<file path="src/rtl/fgm_pkg.sv">
package fgm_pkg;
  localparam int TAP_W   = 4;
  localparam int TAP_MAX = 10;

  function automatic logic [TAP_W-1:0] eff_tap(input logic [TAP_W-1:0] raw);
    logic [TAP_W-1:0] r;
    if (raw == '0)                   r = TAP_W'(1);
    else if (raw > TAP_W'(TAP_MAX))  r = TAP_W'(TAP_MAX);
    else                             r = raw;
    return r;
  endfunction
endpackage

</file>
<file path="src/rtl/fgm_line_clk_cnt.sv">
module fgm_line_clk_cnt #(
  parameter int CNT_W = 16
) (
  input  logic             clk,
  input  logic             rst_n,
  input  logic             lv,
  input  logic             dv,
  input  logic             lv_rise,
  input  logic             lv_fall,
  input  logic             frame_start,
  output logic [CNT_W-1:0] line_clks
);
  logic [CNT_W-1:0] run_q, run_nxt, hold_q, hold_nxt;
  logic             run_en, hold_en;

  always_comb begin
    run_en  = lv_rise | (lv & dv);
    run_nxt = run_q;
    if (lv_rise)       run_nxt = dv ? CNT_W'(1) : '0;
    else if (lv & dv)  run_nxt = run_q + CNT_W'(1);
  end

  always_comb begin
    hold_en  = frame_start | lv_fall;
    hold_nxt = hold_q;
    if (lv_fall)     hold_nxt = run_q;
    if (frame_start) hold_nxt = '0;
  end

  always_ff @(posedge clk or negedge rst_n) begin
    if (!rst_n) begin
      run_q  <= '0;
      hold_q <= '0;
    end else begin
      if (run_en)  run_q  <= run_nxt;
      if (hold_en) hold_q <= hold_nxt;
    end
  end

  assign line_clks = hold_q;


  line_idle_chk: assert property (@(posedge clk) disable iff (!rst_n)
    (!lv || !dv) && !lv_rise |=> $stable(run_q));
endmodule

</file>
<file path="src/rtl/fgm_line_num_cnt.sv">
module fgm_line_num_cnt #(
  parameter int CNT_W = 16
) (
  input  logic             clk,
  input  logic             rst_n,
  input  logic             fv,
  input  logic             lv_rise,
  input  logic             frame_start,
  output logic [CNT_W-1:0] lines
);
  logic [CNT_W-1:0] cnt_q, cnt_nxt;
  logic             cnt_en;

  always_comb begin
    cnt_en  = frame_start | (fv & lv_rise);
    cnt_nxt = cnt_q;
    if (frame_start)         cnt_nxt = lv_rise ? CNT_W'(1) : '0;
    else if (fv & lv_rise)   cnt_nxt = cnt_q + CNT_W'(1);
  end

  always_ff @(posedge clk or negedge rst_n) begin
    if (!rst_n)      cnt_q <= '0;
    else if (cnt_en) cnt_q <= cnt_nxt;
  end

  assign lines = cnt_q;


  stray_line_chk: assert property (@(posedge clk) disable iff (!rst_n)
    !fv |=> $stable(cnt_q));
endmodule

</file>
<file path="src/rtl/fgm_result_reg.sv">
module fgm_result_reg
  import fgm_pkg::*;
#(
  parameter int CNT_W  = 16,
  parameter int PIX_W  = 20,
  parameter int TOT_W  = 32,
  parameter int FCNT_W = 16,
  parameter int ALN_W  = 4
) (
  input  logic              clk,
  input  logic              rst_n,
  input  logic              frame_end,
  input  logic [CNT_W-1:0]  line_clks,
  input  logic [CNT_W-1:0]  line_num,
  input  logic [TAP_W-1:0]  tap_raw,
  input  logic [PIX_W-1:0]  exp_width,
  input  logic [CNT_W-1:0]  exp_height,
  output logic [CNT_W-1:0]  clks_q,
  output logic [CNT_W-1:0]  lines_q,
  output logic [PIX_W-1:0]  ppl_q,
  output logic [TOT_W-1:0]  total_q,
  output logic              werr_q,
  output logic              herr_q,
  output logic              align_q,
  output logic              done_q,
  output logic [FCNT_W-1:0] fcnt_q
);
  logic [TAP_W-1:0]  tap_c;
  logic [PIX_W-1:0]  ppl_c;
  logic [TOT_W-1:0]  total_c;
  logic              werr_c, herr_c, align_c;
  logic [FCNT_W-1:0] fcnt_nxt;

  always_comb begin
    tap_c    = eff_tap(tap_raw);
    ppl_c    = PIX_W'(line_clks) * PIX_W'(tap_c);
    total_c  = TOT_W'(ppl_c) * TOT_W'(line_num);
    werr_c   = (ppl_c != exp_width);
    herr_c   = (line_num != exp_height);
    align_c  = (line_clks[ALN_W-1:0] == '0) || (line_num[ALN_W-1:0] == '0);
    fcnt_nxt = fcnt_q + FCNT_W'(1);
  end

  always_ff @(posedge clk or negedge rst_n) begin
    if (!rst_n) begin
      clks_q  <= '0;
      lines_q <= '0;
      ppl_q   <= '0;
      total_q <= '0;
      werr_q  <= 1'b0;
      herr_q  <= 1'b0;
      align_q <= 1'b0;
      fcnt_q  <= '0;
    end else if (frame_end) begin
      clks_q  <= line_clks;
      lines_q <= line_num;
      ppl_q   <= ppl_c;
      total_q <= total_c;
      werr_q  <= werr_c;
      herr_q  <= herr_c;
      align_q <= align_c;
      fcnt_q  <= fcnt_nxt;
    end
  end

  always_ff @(posedge clk or negedge rst_n) begin
    if (!rst_n) done_q <= 1'b0;
    else        done_q <= frame_end;
  end


  done_pulse_chk: assert property (@(posedge clk) disable iff (!rst_n)
    done_q |=> !done_q);


  result_hold_chk: assert property (@(posedge clk) disable iff (!rst_n)
    !done_q |-> $stable(lines_q) && $stable(clks_q) && $stable(total_q));


  fcnt_step_chk: assert property (@(posedge clk) disable iff (!rst_n)
    done_q |-> fcnt_q == $past(fcnt_q) + FCNT_W'(1));


  ppl_range_chk: assert property (@(posedge clk) disable iff (!rst_n)
    done_q |-> (ppl_q >= PIX_W'(clks_q)) &&
               (ppl_q <= PIX_W'(clks_q) * PIX_W'(TAP_MAX)));
endmodule

</file>
<file path="src/rtl/frame_geom_mon.sv">
module frame_geom_mon
  import fgm_pkg::*;
#(
  parameter int CNT_W  = 16,
  parameter int TOT_W  = 32,
  parameter int FCNT_W = 16,
  parameter int ALN_W  = 4,
  localparam int PIX_W = CNT_W + TAP_W
) (
  input  logic              clk,
  input  logic              rst_n,
  input  logic              fval_i,
  input  logic              lval_i,
  input  logic              dval_i,
  input  logic [TAP_W-1:0]  tap_cnt_i,
  input  logic [PIX_W-1:0]  exp_width_i,
  input  logic [CNT_W-1:0]  exp_height_i,
  output logic [CNT_W-1:0]  line_clks_o,
  output logic [CNT_W-1:0]  frame_lines_o,
  output logic [PIX_W-1:0]  line_pixels_o,
  output logic [TOT_W-1:0]  frame_pixels_o,
  output logic              width_err_o,
  output logic              height_err_o,
  output logic              align_ok_o,
  output logic              frame_done_o,
  output logic [FCNT_W-1:0] frame_cnt_o
);
  logic       rst_meta, rst_sync_n;
  logic       fv_q, lv_q;
  logic       frame_start, frame_end, lv_rise, lv_fall;
  logic [CNT_W-1:0] cur_clks, cur_lines;

  always_ff @(posedge clk or negedge rst_n) begin
    if (!rst_n) begin
      rst_meta   <= 1'b0;
      rst_sync_n <= 1'b0;
    end else begin
      rst_meta   <= 1'b1;
      rst_sync_n <= rst_meta;
    end
  end

  always_ff @(posedge clk or negedge rst_sync_n) begin
    if (!rst_sync_n) begin
      fv_q <= 1'b0;
      lv_q <= 1'b0;
    end else begin
      fv_q <= fval_i;
      lv_q <= lval_i;
    end
  end

  always_comb begin
    frame_start = fval_i & ~fv_q;
    frame_end   = ~fval_i & fv_q;
    lv_rise     = lval_i & ~lv_q;
    lv_fall     = ~lval_i & lv_q;
  end

  fgm_line_clk_cnt #(.CNT_W(CNT_W)) i_line_clk (
    .clk(clk), .rst_n(rst_sync_n), .lv(lval_i), .dv(dval_i),
    .lv_rise(lv_rise), .lv_fall(lv_fall), .frame_start(frame_start),
    .line_clks(cur_clks)
  );

  fgm_line_num_cnt #(.CNT_W(CNT_W)) i_line_num (
    .clk(clk), .rst_n(rst_sync_n), .fv(fval_i), .lv_rise(lv_rise),
    .frame_start(frame_start), .lines(cur_lines)
  );

  fgm_result_reg #(
    .CNT_W(CNT_W), .PIX_W(PIX_W), .TOT_W(TOT_W), .FCNT_W(FCNT_W), .ALN_W(ALN_W)
  ) i_result (
    .clk(clk), .rst_n(rst_sync_n), .frame_end(frame_end),
    .line_clks(cur_clks), .line_num(cur_lines), .tap_raw(tap_cnt_i),
    .exp_width(exp_width_i), .exp_height(exp_height_i),
    .clks_q(line_clks_o), .lines_q(frame_lines_o), .ppl_q(line_pixels_o),
    .total_q(frame_pixels_o), .werr_q(width_err_o), .herr_q(height_err_o),
    .align_q(align_ok_o), .done_q(frame_done_o), .fcnt_q(frame_cnt_o)
  );


  restart_chk: assert property (@(posedge clk) disable iff (!rst_sync_n)
    frame_start && !lval_i |=> cur_lines == '0 && cur_clks == '0);
endmodule

</file>
<file path="config.mk">
export PLATFORM = sky130hd
export DESIGN_NAME = frame_geom_mon
export DESIGN_NICKNAME = d
export VERILOG_FILES = /design/src/rtl/fgm_pkg.sv /design/src/rtl/fgm_line_clk_cnt.sv /design/src/rtl/fgm_line_num_cnt.sv /design/src/rtl/fgm_result_reg.sv /design/src/rtl/frame_geom_mon.sv
export SDC_FILE = /design/constraint.sdc
export NUM_CORES = 1
export LEC_CHECK = 0
export BUFFER_PORTS_ARGS = -buffer_cell sky130_fd_sc_hd__buf_4
export CORE_AREA = 2 2 263 161
export CTS_CLUSTER_DIAMETER = 150
export DETAILED_ROUTE_END_ITERATION = 7
export DIE_AREA = 0 0 265 163
export GPL_ROUTABILITY_DRIVEN = 0
export SKIP_CTS_REPAIR_TIMING = 1
export SYNTH_ARGS = -nofsm -noshare
export SYNTH_HDL_FRONTEND = slang
export SYNTH_SLANG_ARGS = --single-unit
export TNS_END_PERCENT = 1
</file>
<file path="constraint.sdc">
create_clock -name clk -period 6.54 [get_ports clk]
set_clock_uncertainty 0.15 [all_clocks]
set_input_delay 0.654 -clock clk [delete_from_list [all_inputs] [get_ports clk]]
set_output_delay 0.654 -clock clk [all_outputs]
set_load 0.03 [all_outputs]
</file>
# ---- Word-level counts from Yosys, hierarchy flattened
# Index checks and enable logic that the tools add are counted.
dict set report word_totals {
  ff_bits 156
  inputBits 45
  out_inout_bits 104
}
dict set report classes {
  add_sub_neg 3
  mul 2
  magnitude_cmp 1
  eq_ne 2
  muxes 10
  bitwise 13
  reduce_logical 10
}
# op n
set op_table {}
lappend op_table {{2-to-1 mux 16 bit} 6}
lappend op_table {{adder 16 x 1 -> 16 bit (second input constant)} 3}
lappend op_table {{multiplier 20 x 16 -> 32 bit} 1}
lappend op_table {{multiplier 16 x 4 -> 20 bit} 1}
lappend op_table {{!= test 20 bit} 1}
lappend op_table {{!= test 16 bit} 1}
lappend op_table {{logical NOT 4 bit} 3}
lappend op_table {{2-to-1 mux 4 bit} 2}
lappend op_table {{AND 1 bit} 6}
lappend op_table {{AND reduction 2 bit} 3}
lappend op_table {{nonzero test 2 bit} 3}
lappend op_table {{> comparator 4 bit (second input constant)} 1}
lappend op_table {{inverter 1 bit} 4}
lappend op_table {{OR 1 bit} 3}
lappend op_table {{2-to-1 mux 1 bit} 2}
lappend op_table {{logical OR 1 bit} 1}

# ---- Depth between registers and ports, before layout
# Gate-level depths: netlist of run 1.
dict set report logic_depth {
  word_depth 5
  depth_mapped 38
  ltp_nobuf 37
}

# ---- By module
# Synthesis of run 1 repeated with hierarchy kept, for this count alone.
dict set report unflattened {
  cells_unflattened 1969
  area_unflattened_um2 18740.5
}
# mod n_inst cells_each area_each_um2 seq_area_each_um2
set by_module_without_submodules {}
lappend by_module_without_submodules {fgm_result_reg 1 1735 16284.4 2602.5}
lappend by_module_without_submodules {fgm_line_clk_cnt 1 142 1477.7 800.8}
lappend by_module_without_submodules {fgm_line_num_cnt 1 83 839.6 400.4}
lappend by_module_without_submodules {frame_geom_mon 1 9 138.9 100.1}

# ---- Worst setup path after synthesis of run 1
# OpenSTA, ideal clock, no wires.
dict set report synth_path {
  path_type {input to register}
  start {in tap_cnt_i[3]}
  end {reg i_result.total_q[31]}
  t_arrival_ps 9788
  setup_slack_ps -3523
  stages 37
  n_path_buf 2
  path_cell_list {a21o_1 -> clkbuf_1 -> and2_1 -> fa_1 -> inv_1 -> fa_1 -> inv_1 -> ha_1 -> or4_1 -> o21a_1 -> nand4_1 -> nand3_1 -> a311o_1 -> a21oi_1 -> xnor2_1 -> clkbuf_1 -> nand2_1 -> fa_1 -> fa_1 -> inv_1 -> fa_1 -> fa_1 -> fa_1 -> inv_1 -> fa_1 -> inv_1 -> ha_1 -> a21o_1 -> a21o_1 -> a21o_1 -> a21o_1 -> a21oi_1 -> o21ai_0 -> a41oi_1 -> a31oi_1 -> xnor3_1 -> mux2_4}
}
dict set report synth_via {
  elab_chain_len 5
  word_cells_on_any_way 6
  cone_classes {mul: 2; order compare: 1; mux: 2; reduce/logical: 1}
}
# item line
set synth_rtl {}
lappend synth_rtl {{start: declaration} frame_geom_mon.sv:15} ;# input logic [TAP_W-1:0] tap_cnt_i,
lappend synth_rtl {{> comparator 4 bit} fgm_pkg.sv:8} ;# else if (raw > TAP_W'(TAP_MAX)) r = TAP_W'(TAP_MAX);
lappend synth_rtl {{2-to-1 mux 4 bit} fgm_pkg.sv:8}
lappend synth_rtl {{2-to-1 mux 4 bit *} fgm_pkg.sv:7} ;# if (raw == '0) r = TAP_W'(1);
lappend synth_rtl {{multiplier 16 x 4 -> 20 bit *} fgm_result_reg.sv:36} ;# ppl_c = PIX_W'(line_clks) * PIX_W'(tap_c);
lappend synth_rtl {{multiplier 20 x 16 -> 32 bit *} fgm_result_reg.sv:37} ;# total_c = TOT_W'(ppl_c) * TOT_W'(line_num);
lappend synth_rtl {{end signal: assignment} fgm_result_reg.sv:58} ;# total_q <= total_c;
lappend synth_rtl {{end: declaration} fgm_result_reg.sv:21} ;# output logic [TOT_W-1:0] total_q,
# Mark *: on every way between the ends. The rest lies on a longest branch, timed or not.
# A chain may end at the register's enable or synchronous reset.

# ---- Worst setup path in the final report of run 1
# Same ends and word-level chain as after synthesis.

==> results.yml, run 1 <==
outcome:
  run_status: "finished with violations"
  violations: "setup timing"
global_route:
  grt_max_degree: 67
  grt_pass1_wl_um: 83100
  grt_use_total: 0.249
  grt_antenna_before_repair: 0
  grt_pass1_vias: 15200
  grt-ovfl-total: 0
logic_synthesis:
  synth_top_area_cell: "fa_1"
  ys.flop_type: "dfrtp_1"
  yosysMostFrequentCell: "nand2_1"
  netlist_area_um2: 18200
  ys_seq_area_frac: 0.214
  synth_edf_count: 0
  synth_cell_types: 54
  synth_top_area_frac: 0.300
  yosysWarnings: 0
  synth_seq_cells: 156
  synth_commonest_cells: "nand2_1, inv_1, fa_1"
  synth_nets: 2463
  ys_top_cells_by_area: "fa_1, dfrtp_1, nand2_1"
  synth_cells: 2030
  async_flop_share: 1.00
  synth.avg_cell_area_um2: 8.97
die:
  row_count: 58
  fp.dieW_um: 265
  design.die.area_um2: 43200
  die_h_um: 163
  pin_count: 149
  core_area_um2: 41100
  initial_core_util: 0.443
clocking:
  cts.sinks: 156
  root_buffer: "clkbuf_16"
  htreeDepth: 4
  tritoncts: "done"
  clockBufferDepth: 2
  insertion_delay_ps: 460
  cts_buffers: 17
  clkTransAtPathRegs_ps: 80
power:
  vdd_drop_max_mv: 0.147
  leakage_uw: 0.0120
  power_density_nw_per_um2: 111
  finalPower_uw: 2530
hold_path:
  hp-class: "reg -> async"
drt:
  met1_length_um: 23900
  first_pass_iters: 6
  drt-initial-drc-count: 1155
  wl_met2_um: 24400
  vias_per_cell: 5.12
  wl_per_cell_um: 17.9
  routed_wirelength_um: 52100
  routed-via-count: 14900
  route.detailed.drc: 0
  dr.max_layer_used: "met4"
  wl_met3_um: 2830
  drtAntennaViolNets: 0
sta:
  rsz0062_at_grt: "yes"
  final_max_slew_viol_count: 0
  max_slew_margin: 0.418
  setup_violations: 25
  worst_slew_pin_slew_ps: 873
  hold_violations: 0
  period_share: 1.38
  period_needed_ps: 9010
  timing.fmax_mhz: 111
  setup_slack_ps: -2470
worst_setup_path:
  cp_slowest_cell: "fa_1"
  crit_cells: 39
  crit_top_cell: "fa_1"
  path_delay_family: "adder cells"
  path_buf_inv: 9
  worstRegToRegCells: 37
  path_class: "in -> reg"
  cp.required_ps: 6740
  cp-start-kind: "input port"
  cp_max_fo: 10
  critPathCaptureType: "register"
  cp_slowest_stage_delay_ps: 520
  worstPathArrival_ps: 9210
placed_design:
  dp_hpwl_um: 41300
  dp_slack_ps: -3230
  io_buffer_count: 148
job:
  maxCapViolCount: 0
layout:
  layout.nets: 2790
  diodes: 0
  syn_to_final_growth_pct: 25.1
  layout-drive-gt1-share: 0.226
==> sequential cells by signal (all words and copies together), names as in the netlist, 16 cells and up <==
| signal | cells |
|---|---|
| i_result.fcnt_q | 16 |
| i_line_clk.line_clks | 16 |
| i_line_num.lines | 16 |
| i_result.total_q | 32 |
| i_result.lines_q | 16 |
| i_result.clks_q | 16 |
| i_result.ppl_q | 20 |
| i_line_clk.run_q | 16 |
==> final timing paths <==
check                                                    startpoint                          endpoint  slack (ps)
worst min-delay path                           rst_sync_n$_DFF_PN0_    i_result.fcnt_q[0]$_DFFE_PN0P_         160
worst min register to register                 rst_sync_n$_DFF_PN0_    i_result.fcnt_q[0]$_DFFE_PN0P_         160
max in group asynchronous                      rst_sync_n$_DFF_PN0_    i_result.ppl_q[11]$_DFFE_PN0P_        4800
min in group clk                                             lval_i                    lv_q$_DFF_PN0_         200
worst max register to register  i_line_clk.line_clks[4]$_DFFE_PN0P_  i_result.total_q[31]$_DFFE_PN0P_       -2310
worst max-delay path                                   tap_cnt_i[3]  i_result.total_q[31]$_DFFE_PN0P_       -2470
==> cell usage in the layout, fill, tap and decap left out, types with 13 or more instances in the layout <==
master,count
and3_1,15
a21oi_1,19
ha_4,13
nand4_1,19
xor2_1,43
a21o_1,22
o21ai_0,37
a22o_1,18
buf_4,390
dfrtp_1,155
nand3_1,25
ha_1,101
nand2_1,435
clkbuf_16,17
inv_1,314
a21oi_2,15
and2_1,155
xnor2_1,65
fa_1,268
nor2_1,54
==> report_power, final <==
| group | internal, uW | switching, uW | leakage, uW | total, uW |
|---|---|---|---|---|
| clock | 559 | 532 | 0.000296 | 1090 |
| combinational | 144 | 236 | 0.00955 | 380 |
| sequential | 1000 | 53.7 | 0.00213 | 1050 |
| total | 1700 | 821 | 0.0120 | 2530 |
==> stage by stage <==
step	cell area, um2	TNS (ps)	util	instances	hold slack (ps)
3_5_place_dp	21800	-63020	0.530	2868	175
4_1_cts	22400	-51130	0.545	2900	-215
6_report	22800	-43370	0.555	2910	163
3_3_place_gp	21800	-60210	0.530	2868	166
2_1_floorplan	18500	-45300	-	2030	181
5_1_grt	22800	-51160	0.555	2910	183
==> per-layer routing <==
layer,global-route usage,up-vias
li1,-,6875
met1,0.356,7539
met2,0.396,431
met3,0.0402,59
met4,0.0637,0
met5,0,-
==> worst reg2reg max path: cells and delay by family (launching register included) <==
family	cells	cell delay [ps]
XOR/XNOR	2	370
AND/OR/NAND/NOR	5	770
buffers and inverters	8	690
adder cells (fa/ha/maj)	10	4310
flip-flops	1	390
AO/OA/AOI/OAI	11	1800
multiplexers	1	260
==> cell families after synthesis <==
kind of cell	count (synthesis)	synth area share
AO/OA/AOI/OAI	169	0.0601
other	1	0.000206
flip-flops	156	0.214
XOR/XNOR	118	0.0583
buffers and inverters	418	0.0862
AND/OR/NAND/NOR	778	0.200
multiplexers	1	0.000825
adder cells (fa/ha/maj)	389	0.380
==> cell type report <==
type | count | area, um2
clock buffers | 18 | 439
multi-input cells | 1456 | 13200
fillers | 3737 | 18300
well taps | 540 | 676
inverters | 320 | 1200
clock inverters | 14 | 168
repair buffers | 406 | 3150
flip-flops and latches | 156 | 3910
(Power assumes the default switching activity.)
==> inputs of run 2 (changes only) <==
- clock period: 6.54 -> 10.9 ns (I/O delays scaled with it)
==> run 2 against run 1 <==
Net effect: the flow now finishes without violations; sequential cell count did not move; power fell by 42%; first-iteration DRC count fell by 15%; critical path depth fell by 5; cell count fell by 6.5%; clock power fell by 43%; global-route usage fell by 0.95 points; critical path type unchanged; highest routed layer unchanged.
==> results.yml, run 2 (same netlist as run 1, synthesis figures left out) <==
clocking:
  clockBufferDepth: 2
  htreeDepth: 4
  tritoncts: "done"
  root_buffer: "clkbuf_16"
  cts_buffers: 17
  insertion_delay_ps: 460
  clkTransAtPathRegs_ps: 80
  cts.sinks: 156
worst_setup_path:
  path_class: "in -> reg"
  cp_max_fo: 19
  path_buf_inv: 8
  crit_top_cell: "fa_1"
  critPathCaptureType: "register"
  cp_slowest_stage_delay_ps: 810
  worstPathArrival_ps: 10540
  cp.required_ps: 11140
  path_delay_family: "adder cells"
  cp_slowest_cell: "xnor2_2"
  cp-start-kind: "input port"
drt:
  drt-initial-drc-count: 985
  drtAntennaViolNets: 0
  routed_wirelength_um: 49200
  wl_per_cell_um: 18.1
  first_pass_iters: 5
  routed-via-count: 14000
  vias_per_cell: 5.16
  route.detailed.drc: 0
sta:
  worst_slew_pin_slew_ps: 1060
  final_max_slew_viol_count: 0
  timing.setup.tns_ps: 0
  rsz0062_at_grt: "no"
  setup_violations: 0
  hold_violations: 0
  max_slew_margin: 0.293
  period_share: 0.946
  timing.fmax_mhz: 97.0
  period_needed_ps: 10310
layout:
  top_register: "i_result.total_q"
  largest_reg_flops: 32
  final_common_cell: "nand2_1"
  layout.nets: 2600
  finalNonFillerCells: 2720
  nFillCells: 3867
  most-common-layout-cells: "nand2_1, inv_1, fa_1"
  diodes: 0
  syn_to_final_growth_pct: 14.1
  layout-drive-gt1-share: 0.121
  largestRegisters: "i_result.total_q (32), i_result.ppl_q (20)"
global_route:
  grt_max_degree: 68
  grt-ovfl-total: 0
  grt_antenna_before_repair: 0
  grt_use_total: 0.240
  grt_pass1_vias: 14500
  grt_pass1_wl_um: 79800
placed_design:
  dp.cells: 2688
  dp_hpwl_um: 38000
  io_buffer_count: 148
power:
  vdd_drop_max_mv: 0.0926
  leakage_uw: 0.0109
  power_density_nw_per_um2: 70.3
job:
  maxCapViolCount: 0
die:
  initial_core_util: 0.443
  pin_count: 149
  core_area_um2: 41100
  design.die.area_um2: 43200
  row_count: 58
  die_h_um: 163
  fp.dieW_um: 265
hold_path:
  hp-class: "reg -> async"
outcome:
  run_status: "complete, no violations"
-- run 2: where the power goes --
group / leakage, uW / internal [uW] / switching, uW
Sequential: 0.00213 / 601 / 27.2
Clock: 0.000290 / 308 / 314
Combinational: 0.00847 / 69.8 / 139
-- run 2: metrics by stage --
step                      cell area [um2]  worst slack, ps  utilization  total power (uW)  hold slack (ps)
after floorplan                     18200              401            -               754              181
after global placement              20200              375        0.491               844              186
after detailed placement            20200              215        0.491               848              196
after CTS                           20800              673        0.506              1470              215
after global routing                20800             9.09        0.506              1520              216
final                               20800              594        0.506              1460              196
-- run 2: final cells by class --
class,instances,area [um2],area share
multi-input cells,1456,12800,0.614
flip-flops and latches,156,3910,0.188
repair buffers,216,1650,0.0793
inverters,320,1200,0.0578
well taps,540,676,0.0325
clock buffers,17,425,0.0205
clock inverters,15,158,0.00759
-- run 2: worst paths after layout --
path / from / to / slack (ps) / cells past startpoint
worst max-delay path: tap_cnt_i[3] / i_result.total_q[24]$_DFFE_PN0P_ / 590 / 34
worst min-delay path: rst_sync_n$_DFF_PN0_ / i_result.clks_q[14]$_DFFE_PN0P_ / 200 / 0
worst max register to register: i_line_clk.line_clks[5]$_DFFE_PN0P_ / i_result.total_q[24]$_DFFE_PN0P_ / 1220 / 32
worst min register to register: rst_sync_n$_DFF_PN0_ / i_result.clks_q[14]$_DFFE_PN0P_ / 200 / 0
max in group asynchronous: rst_sync_n$_DFF_PN0_ / i_result.ppl_q[3]$_DFFE_PN0P_ / 9070 / 1
min in group clk: rst_meta$_DFF_PN0_ / rst_sync_n$_DFF_PN0_ / 210 / 0
-- run 2: per-layer routing --
layer | up-vias | track usage | wire [um]
met5 | - | 0 | 0
met3 | 51 | 0.0470 | 3040
met2 | 382 | 0.369 | 22000
met1 | 7120 | 0.347 | 23100
met4 | 0 | 0.0650 | 991
li1 | 6490 | - | -
